`src/rtl/sigchg_pkg.sv`:
```
package sigchg_pkg;
  localparam int STAT_W  = 8;
  localparam int PEND_BIT = 7;

  // Build the status byte from the pending flag; other bits belong elsewhere.
  function automatic logic [STAT_W-1:0] stat_pack(input logic pend);
    logic [STAT_W-1:0] s;
    s = '0;
    s[PEND_BIT] = pend;
    return s;
  endfunction
endpackage

```
`src/rtl/sigchg_fifo.sv`:
```
module sigchg_fifo #(
  parameter int DEPTH = 16,
  parameter int DW    = 6,
  localparam int AW   = (DEPTH > 1) ? $clog2(DEPTH) : 1,
  localparam int CW   = $clog2(DEPTH + 1)
) (
  input  logic          clk,
  input  logic          rst_n,
  input  logic          clr,
  input  logic          push,
  input  logic [DW-1:0] push_data,
  input  logic          pop,
  output logic [DW-1:0] head_data,
  output logic          empty,
  output logic          ovf_evt
);
  logic [DW-1:0] mem [DEPTH];
  logic [AW-1:0] wr_ptr, rd_ptr;
  logic [CW-1:0] level;
  logic          full;
  logic          acc_push, acc_pop;

  function automatic logic [AW-1:0] ptr_next(input logic [AW-1:0] p);
    return (p == AW'(DEPTH - 1)) ? '0 : p + AW'(1);
  endfunction

  function automatic logic [CW-1:0] level_next(input logic [CW-1:0] l,
                                               input logic w, input logic r);
    return l + CW'(w) - CW'(r);
  endfunction

  assign empty    = (level == '0);
  assign full     = (level == CW'(DEPTH));
  assign acc_pop  = pop & ~empty & ~clr;
  assign acc_push = push & ~clr & (~full | acc_pop);
  assign ovf_evt  = push & ~clr & full & ~acc_pop;
  assign head_data = empty ? '0 : mem[rd_ptr];

  always_ff @(posedge clk or negedge rst_n) begin
    if (!rst_n) begin
      wr_ptr <= '0;
      rd_ptr <= '0;
      level  <= '0;
    end else if (clr) begin
      wr_ptr <= '0;
      rd_ptr <= '0;
      level  <= '0;
    end else begin
      if (acc_push) wr_ptr <= ptr_next(wr_ptr);
      if (acc_pop)  rd_ptr <= ptr_next(rd_ptr);
      level <= level_next(level, acc_push, acc_pop);
    end
  end

  always_ff @(posedge clk) begin
    if (acc_push) mem[wr_ptr] <= push_data;
  end

  // clear empties the queue
  p_clear_empties_r4: assert property (@(posedge clk) disable iff (!rst_n)
    clr |=> empty);
  // a dropped push leaves the queue full
  p_no_overflow_r7: assert property (@(posedge clk) disable iff (!rst_n)
    ovf_evt |=> (level == CW'(DEPTH)));
  // simultaneous accepted push and pop keep the occupancy
  p_pushpop_level_r9: assert property (@(posedge clk) disable iff (!rst_n)
    (acc_push && acc_pop) |=> $stable(level));
  // popping an empty queue moves nothing
  p_empty_pop_r8: assert property (@(posedge clk) disable iff (!rst_n)
    (pop && empty && !push && !clr) |=> ($stable(rd_ptr) && empty));
endmodule

```
`src/rtl/sigchg_intr.sv`:
```
module sigchg_intr (
  input  logic clk,
  input  logic rst_n,
  input  logic clr,
  input  logic ovf_evt,
  input  logic empty,
  input  logic mask_we,
  input  logic mask_wdata,
  output logic pend,
  output logic mask_q,
  output logic ovf_q,
  output logic irq
);
  assign pend = ~empty;
  assign irq  = pend & ~mask_q;

  always_ff @(posedge clk or negedge rst_n) begin
    if (!rst_n) begin
      mask_q <= 1'b0;
      ovf_q  <= 1'b0;
    end else begin
      if (mask_we) mask_q <= mask_wdata;
      if (clr)          ovf_q <= 1'b0;
      else if (ovf_evt) ovf_q <= 1'b1;
    end
  end

  // overflow flag is sticky until a clear
  p_ovf_sticky_r7: assert property (@(posedge clk) disable iff (!rst_n)
    (ovf_q && !clr) |=> ovf_q);
  // a set mask silences the pin
  p_mask_blocks_r5: assert property (@(posedge clk) disable iff (!rst_n)
    mask_q |-> !irq);
  // clear drops the overflow flag
  p_clr_ovf_r4: assert property (@(posedge clk) disable iff (!rst_n)
    clr |=> !ovf_q);
endmodule

```
`src/rtl/sigchg_irq.sv`:
```
module sigchg_irq #(
  parameter int DEPTH = 16,
  parameter int AW_TS = 6
) (
  input  logic             clk,
  input  logic             rst_n,
  input  logic             chg_push,
  input  logic [AW_TS-1:0] chg_addr,
  input  logic             rd_pop,
  output logic [AW_TS-1:0] rd_data,
  input  logic             fifo_clr,
  input  logic             mask_we,
  input  logic             mask_wdata,
  output logic [7:0]       stat_reg,
  output logic             mask_q,
  output logic             irq,
  output logic             ovf
);
  import sigchg_pkg::*;

  logic empty_w, ovf_evt_w, pend_w;

  sigchg_fifo #(.DEPTH(DEPTH), .DW(AW_TS)) u_fifo (
    .clk       (clk),
    .rst_n     (rst_n),
    .clr       (fifo_clr),
    .push      (chg_push),
    .push_data (chg_addr),
    .pop       (rd_pop),
    .head_data (rd_data),
    .empty     (empty_w),
    .ovf_evt   (ovf_evt_w)
  );

  sigchg_intr u_intr (
    .clk        (clk),
    .rst_n      (rst_n),
    .clr        (fifo_clr),
    .ovf_evt    (ovf_evt_w),
    .empty      (empty_w),
    .mask_we    (mask_we),
    .mask_wdata (mask_wdata),
    .pend       (pend_w),
    .mask_q     (mask_q),
    .ovf_q      (ovf),
    .irq        (irq)
  );

  assign stat_reg = stat_pack(pend_w);

  // pending status and head data agree with queue occupancy
  p_pend_empty_r1: assert property (@(posedge clk) disable iff (!rst_n)
    !stat_reg[7] |-> (rd_data == '0));
  // with no pop and no clear, a set status bit stays set
  p_status_hold_r2: assert property (@(posedge clk) disable iff (!rst_n)
    (stat_reg[7] && !rd_pop && !fifo_clr) |=> stat_reg[7]);
endmodule

```
`config.mk`:
```
export PLATFORM = sky130hd
export DESIGN_NAME = sigchg_irq
export DESIGN_NICKNAME = d
export VERILOG_FILES = /design/src/rtl/sigchg_pkg.sv /design/src/rtl/sigchg_fifo.sv /design/src/rtl/sigchg_intr.sv /design/src/rtl/sigchg_irq.sv
export SDC_FILE = /design/constraint.sdc
export NUM_CORES = 1
export LEC_CHECK = 0
export BUFFER_PORTS_ARGS = -buffer_cell sky130_fd_sc_hd__buf_4
export CAP_MARGIN = 30
export CORE_UTILIZATION = 35
export DETAILED_ROUTE_END_ITERATION = 10
export SYNTH_ARGS = -nofsm -noshare
export SYNTH_HDL_FRONTEND = slang
export SYNTH_SLANG_ARGS = --single-unit
```
`constraint.sdc`:
```
create_clock -name clk -period 2.4 [get_ports clk]
set_clock_uncertainty 0.15 [all_clocks]
set_input_delay 0.24 -clock clk [delete_from_list [all_inputs] [get_ports clk]]
set_output_delay 0.24 -clock clk [all_outputs]
set_load 0.01 [all_outputs]
```
**Word-level counts from Yosys, hierarchy flattened**

Memories as Yosys holds them, arrays and structs flattened.
Cells that the tools add are included.

- Flip-flop bits (word level): 15
- Bits in writable memories: 96
- Output and inout bits: 17
- Logic and storage cells: 42
- Memories kept: 1

- Add/sub/neg operators: 4
- Equality and inequality tests: 3
- Muxes and demuxes: 12
- Bitwise logic cells: 13
- Reduce and logical (&&, ||, !) cells: 4

Memories:

| name | words | bits a word | read ports | clocked after memory_dff | write ports | line | text |
|---|---|---|---|---|---|---|---|
| u_fifo.mem | 16 | 6 | 1 | 0 | 1 | sigchg_fifo.sv:17 | `logic [DW-1:0] mem [DEPTH];` |

Operators with widths:

| cell | number |
|---|---|
| 4-bit two-way mux | 6 |
| 4-bit by 1-bit adder with 4-bit output (second input constant) | 2 |
| 4-bit equality test (second input constant) | 2 |
| 1-bit bitwise AND | 7 |
| 6-bit two-way mux | 1 |
| 2-bit nonzero test | 3 |
| 5-bit by 1-bit adder with 5-bit output | 1 |
| 5-bit equality test (second input constant) | 1 |
| 5-bit logical NOT | 1 |
| 5-bit two-way mux | 1 |
| 1-bit NOT | 5 |
| 5-bit by 1-bit subtractor with 5-bit output | 1 |
| 1-bit two-way mux | 4 |
| 1-bit bitwise OR | 1 |

**Longest topological paths before layout**

- Depth in word-level cells: 9
- Depth in mapped cells: 15

**By module**

Synthesis repeated with hierarchy kept, for this count alone.

- Cells, all modules: 270
- Area, all modules: 4,822.1 um^2

Modules (own cells, without submodules):

| module | times used | cells each | area an instance (um^2) |
|---|---|---|---|
| sigchg_fifo | 1 | 255 | 4,675.7 |
| sigchg_intr | 1 | 6 | 82.6 |
| sigchg_irq | 1 | 9 | 63.8 |

**Worst setup path after synthesis**

No wires, ideal clock.

- Path type: register -> register
- From: register u_fifo.level[3]
- To: register u_fifo.level[4]
- Data arrival time: 2.360 ns
- Required time: 2.115 ns
- Path slack: -0.245 ns
- Stages on the path, launching flop included: 16
- Path buffers: 0
- Cells stage by stage: dfrtp_1 inv_1 ha_1 nor4b_4 inv_2 nand2_1 nor2_1 ha_1 inv_1 ha_1 inv_1 fa_1 nor2b_1 o21bai_1 a21oi_1 nor3b_1

- Longest elaborated chain between the ends: 9

RTL lines:

| element | line | text |
|---|---|---|
| from (decl) | sigchg_fifo.sv:19 | `logic [CW-1:0] level;` |
| from (signal assigned) | sigchg_fifo.sv:51 | `level <= level_next(level, acc_push, acc_pop);` |
| 5-bit logical NOT * | sigchg_fifo.sv:32 | `assign empty = (level == '0);` |
| 1-bit NOT * | n/a |  |
| via pend_w | sigchg_irq.sv:21 | `logic empty_w, ovf_evt_w, pend_w;` |
| 1-bit bitwise AND * (2 in a row) | sigchg_fifo.sv:34 | `assign acc_pop = pop & ~empty & ~clr;` |
| 1-bit bitwise OR | sigchg_fifo.sv:35 | `assign acc_push = push & ~clr & (~full \| acc_pop);` |
| 1-bit bitwise AND | sigchg_fifo.sv:35 |  |
| 5-bit by 1-bit adder with 5-bit output | sigchg_fifo.sv:29 | `return l + CW'(w) - CW'(r);` |
| 5-bit by 1-bit subtractor with 5-bit output * | sigchg_fifo.sv:29 |  |
| 5-bit two-way mux * | sigchg_fifo.sv:44 | `end else if (clr) begin` |

Mark *: on every way through the listed nets, which the timed path passes. The rest lies on a longest branch.
A chain may end at the register's enable or synchronous reset.

**Worst setup path after layout**

- From: register u_fifo.level[2]
- To: register u_fifo.level[4]

- Longest elaborated chain between the ends: 9

RTL lines:

| element | line |
|---|---|
| 5-bit logical NOT | sigchg_fifo.sv:32 |
| 1-bit NOT | sigchg_fifo.sv:34 |
| 1-bit bitwise AND (2 in a row) | sigchg_fifo.sv:34 |
| 1-bit bitwise OR | sigchg_fifo.sv:35 |
| 1-bit bitwise AND | sigchg_fifo.sv:35 |
| 5-bit by 1-bit adder with 5-bit output | sigchg_fifo.sv:29 |
| 5-bit by 1-bit subtractor with 5-bit output * | sigchg_fifo.sv:29 |
| 5-bit two-way mux * | sigchg_fifo.sv:44 |

Mark *: on every way between the ends. The rest lies on a longest branch, timed or not.

==> impl_metrics.csv <==
group,metric,value,unit
run_status,status,"finished with violations",
run_status,violations,"setup timing",
synthesis,synth.top_cells.by_area,"edfxtp_1 60%, mux4_1 9.2%, dfrtp_1 7.7%",
layout,layout-drive-gt1-share,35.2,%
die,io_pins,30,
clocking,cts_sinks,111,
die,initial_core_util,36.3,%
placed_design,io_buffers,22,
route,vias,2556,
layout,fin_cells,514,
route,ant_nets,0,
synthesis,synth_cell_types,46,
die,dieArea,14300,µm²
route,routed_via_density,4.97,
clocking,clk_pin_slew,70,ps
sta,rsz0062_at_grt,"yes",
global_routing,grt_antenna_before_repair,0,
synthesis,synthTopCellsByCount,"96 x edfxtp_1, 17 x mux4_1, 15 x dfrtp_1",
synthesis,synth_flop_cell,"edfxtp_1",
die,die_w,120,µm
synthesis,synth_edf_count,96,
synthesis,yosysTopAreaCell,"edfxtp_1",
layout,antenna_cells,0,
sta,final-max-slew-violation-count,0,
route,route.detailed.drc,0,
placed_design,place_area,5370,µm²
synthesis,synth_cells,271,
setup_path,reg2reg_to,"u_fifo.level[4]",
route,drt_wl_total,9450,µm
layout,fin_nets,358,
sta,hold_ws,29.8,ps
worst_hold_path,holdPathEnd,"u_intr.ovf_q",
global_routing,grt_pass1_wl,14800,µm
route,drtIter0Drc,201,
placed_design,dp_slack,-329,ps
die,rows,42,
sta,final-hold-violation-count,0,
sta,setup_viol,9,
synthesis,ys_warn_count,0,
clocking,cts_buffer_depth,2,
synthesis,yosysMostFrequentCell,"edfxtp_1",
worst_hold_path,hold_start,"chg_push",
synthesis,yosysTopAreaCellShare,59.5,%
global_routing,gr-usage-all-layers,14.3,%
setup_path,r2r_slack,-260,ps
clocking,cts_tree,"done",
worst_hold_path,hold_class,"in -> reg",
power_and_ir_drop,ir_worst_vdd,0.356,mV
route,wl_per_cell,18.4,µm
route,drtPass1Iterations,6,
die,coreArea,13300,µm²
synthesis,avgSynthCellArea,17.9,µm²
setup_path,cp_max_fo,2,
synthesis,ys_ff_latch,111,
layout,fin_util,44.6,%
sta,min_period,2660,ps
clocking,htree_num_levels,3,
synthesis,yosysSeqAreaShare,67.3,%
layout,design_area,5950,µm²
clocking,clk-insertion-delay-late,340,ps
worst_hold_path,whs_path_depth,3,
die,die_y,120,µm
setup_path,startpoint,"u_fifo.level[2]",
sta,fin_ws,-257,ps
layout,num-fill-cells,1173,
sta,worst_pin_slew,707,ps
placed_design,dp_cells,478,
power_and_ir_drop,cellPowerDensity,900,nW/µm²
sta,relSlewSlack,52.7,%
clocking,ctsRootBufferMaster,"clkbuf_16",
synthesis,synth-async-reset-ratio,13.5,%
setup_path,worst_ep_arrival_time,2740,ps
global_routing,grt_max_degree,29,
setup_path,end_kind,"register",
layout,synthToLayoutAreaGrowth,22.8,%
job,maxCapViolations,0,
placed_design,gp_congestion,0.718,
setup_path,crit_type,"reg -> reg",
clocking,cts_made_buffers,9,
synthesis,syn_area,4840,µm²
sta,min_period_over_period,111,%
setup_path,ff2ff_path_depth,15,
global_routing,grt_pass1_vias,2726,
setup_path,cp-start-kind,"register",
sta,max_freq,376,MHz
global_routing,overflow,0,
power_and_ir_drop,static-leakage-power,2.16,nW
setup_path,worst-endpoint-required,2480,ps
placed_design,dp_hpwl,5990,µm
setup_path,r2r_start,"u_fifo.level[2]",
## cell type report
| cell class | instances | area (µm²) | share of cell area [%] |
|---|---|---|---|
| flip-flops and latches | 111 | 3260 | 54.8 |
| multi-input cells | 133 | 1530 | 25.7 |
| inverters | 13 | 48.8 | 0.820 |
| clock inverters | 7 | 47.5 | 0.799 |
| well taps | 176 | 220 | 3.70 |
| clock buffers | 9 | 225 | 3.79 |
| repair buffers | 65 | 621 | 10.4 |
## state kept, by name (all words and copies together), names as in the netlist
signal	flops
u_intr.mask_q	1
u_fifo.rd_ptr	4
u_fifo.mem	96
u_fifo.wr_ptr	4
u_fifo.level	5
u_intr.ovf_q	1
## worst max-delay path by stage
stage,end,slack [ps],depth (start not counted)
finish,u_fifo.level[4],-260,15
global route,u_fifo.level[4],-430,15
CTS,u_fifo.level[4],-270,15
detailed placement,u_fifo.level[4],-330,15
global placement,u_fifo.level[4],-230,15
floorplan,u_fifo.level[4],-200,15
## cells by family after synthesis
group	share of synthesized area [%]
mux	14.2
other cells	0.0774
xor+xnor	0.542
fa+ha+maj	3.25
compound gates	4.26
buf+inv	3.93
simple gates	6.53
flops	67.3
## critical path, stage by stage, from the launching register on
cell,delay (ps)
dfrtp_1,390
inv_2,80
ha_4,140
nor4b_4,220
inv_2,70
nand2_2,70
nor2_1,40
ha_1,260
inv_1,60
ha_2,180
inv_2,40
fa_2,400
nor2b_4,130
o21bai_1,100
a21oi_1,170
nor3b_2,60
## metrics by stage
| step | TNS (ps) | power [mW] |
|---|---|---|
| 4_1_cts | -2200 | 5.32 |
| 2_1_floorplan | -198 | 3.11 |
| 5_1_grt | -3170 | 5.62 |
| 6_report | -1710 | 5.35 |
| 3_3_place_gp | -402 | 3.65 |
| 3_5_place_dp | -1220 | 3.67 |
## what timing repair did
action                                 4_1_cts  5_1_grt
gates resized for setup                     22       18
hold buffers                                 4        0
pin swaps                                    8       13
endpoints found under the hold margin       21        0
gates cloned                                 1        0
setup buffers                               15        5
setup endpoints to repair                   60       98
## layout by cell type (no fill, tap or decap), types with 2 or more instances in the layout
master	n
a21o_1	3
a21oi_1	2
a21oi_2	2
a22oi_2	6
and2_1	7
and2_2	4
and3_1	4
and3_2	4
buf_12	7
buf_4	49
buf_6	4
clkbuf_16	9
clkinv_1	2
clkinvlp_4	2
conb_1	7
dfrtp_1	14
dlygate4sd3_1	4
edfxtp_1	96
ha_1	9
inv_1	9
inv_2	4
mux2i_1	6
mux4_1	17
mux4_2	7
nand2_1	4
nand3_1	6
nor2_1	6
nor2b_1	2
nor3b_2	2
o21ai_1	5
o31ai_1	2
xor2_1	2
## where the power goes
group          internal, mW  total (mW)  switching (mW)
clock network         0.706        1.38           0.669
logic                 0.961        1.75           0.785
registers              2.18        2.23          0.0562
## per-layer routing
metal  vias to the layer above  routed length [µm]  GRT usage [%]
li1                       1181                   -              -
met1                      1320                4240           18.1
met2                        43                4800           24.0
met3                        12                 268           3.61
met4                         0                 142           4.53
met5                         -                   0              0
Note: power is estimated with default switching activity, not from simulation.
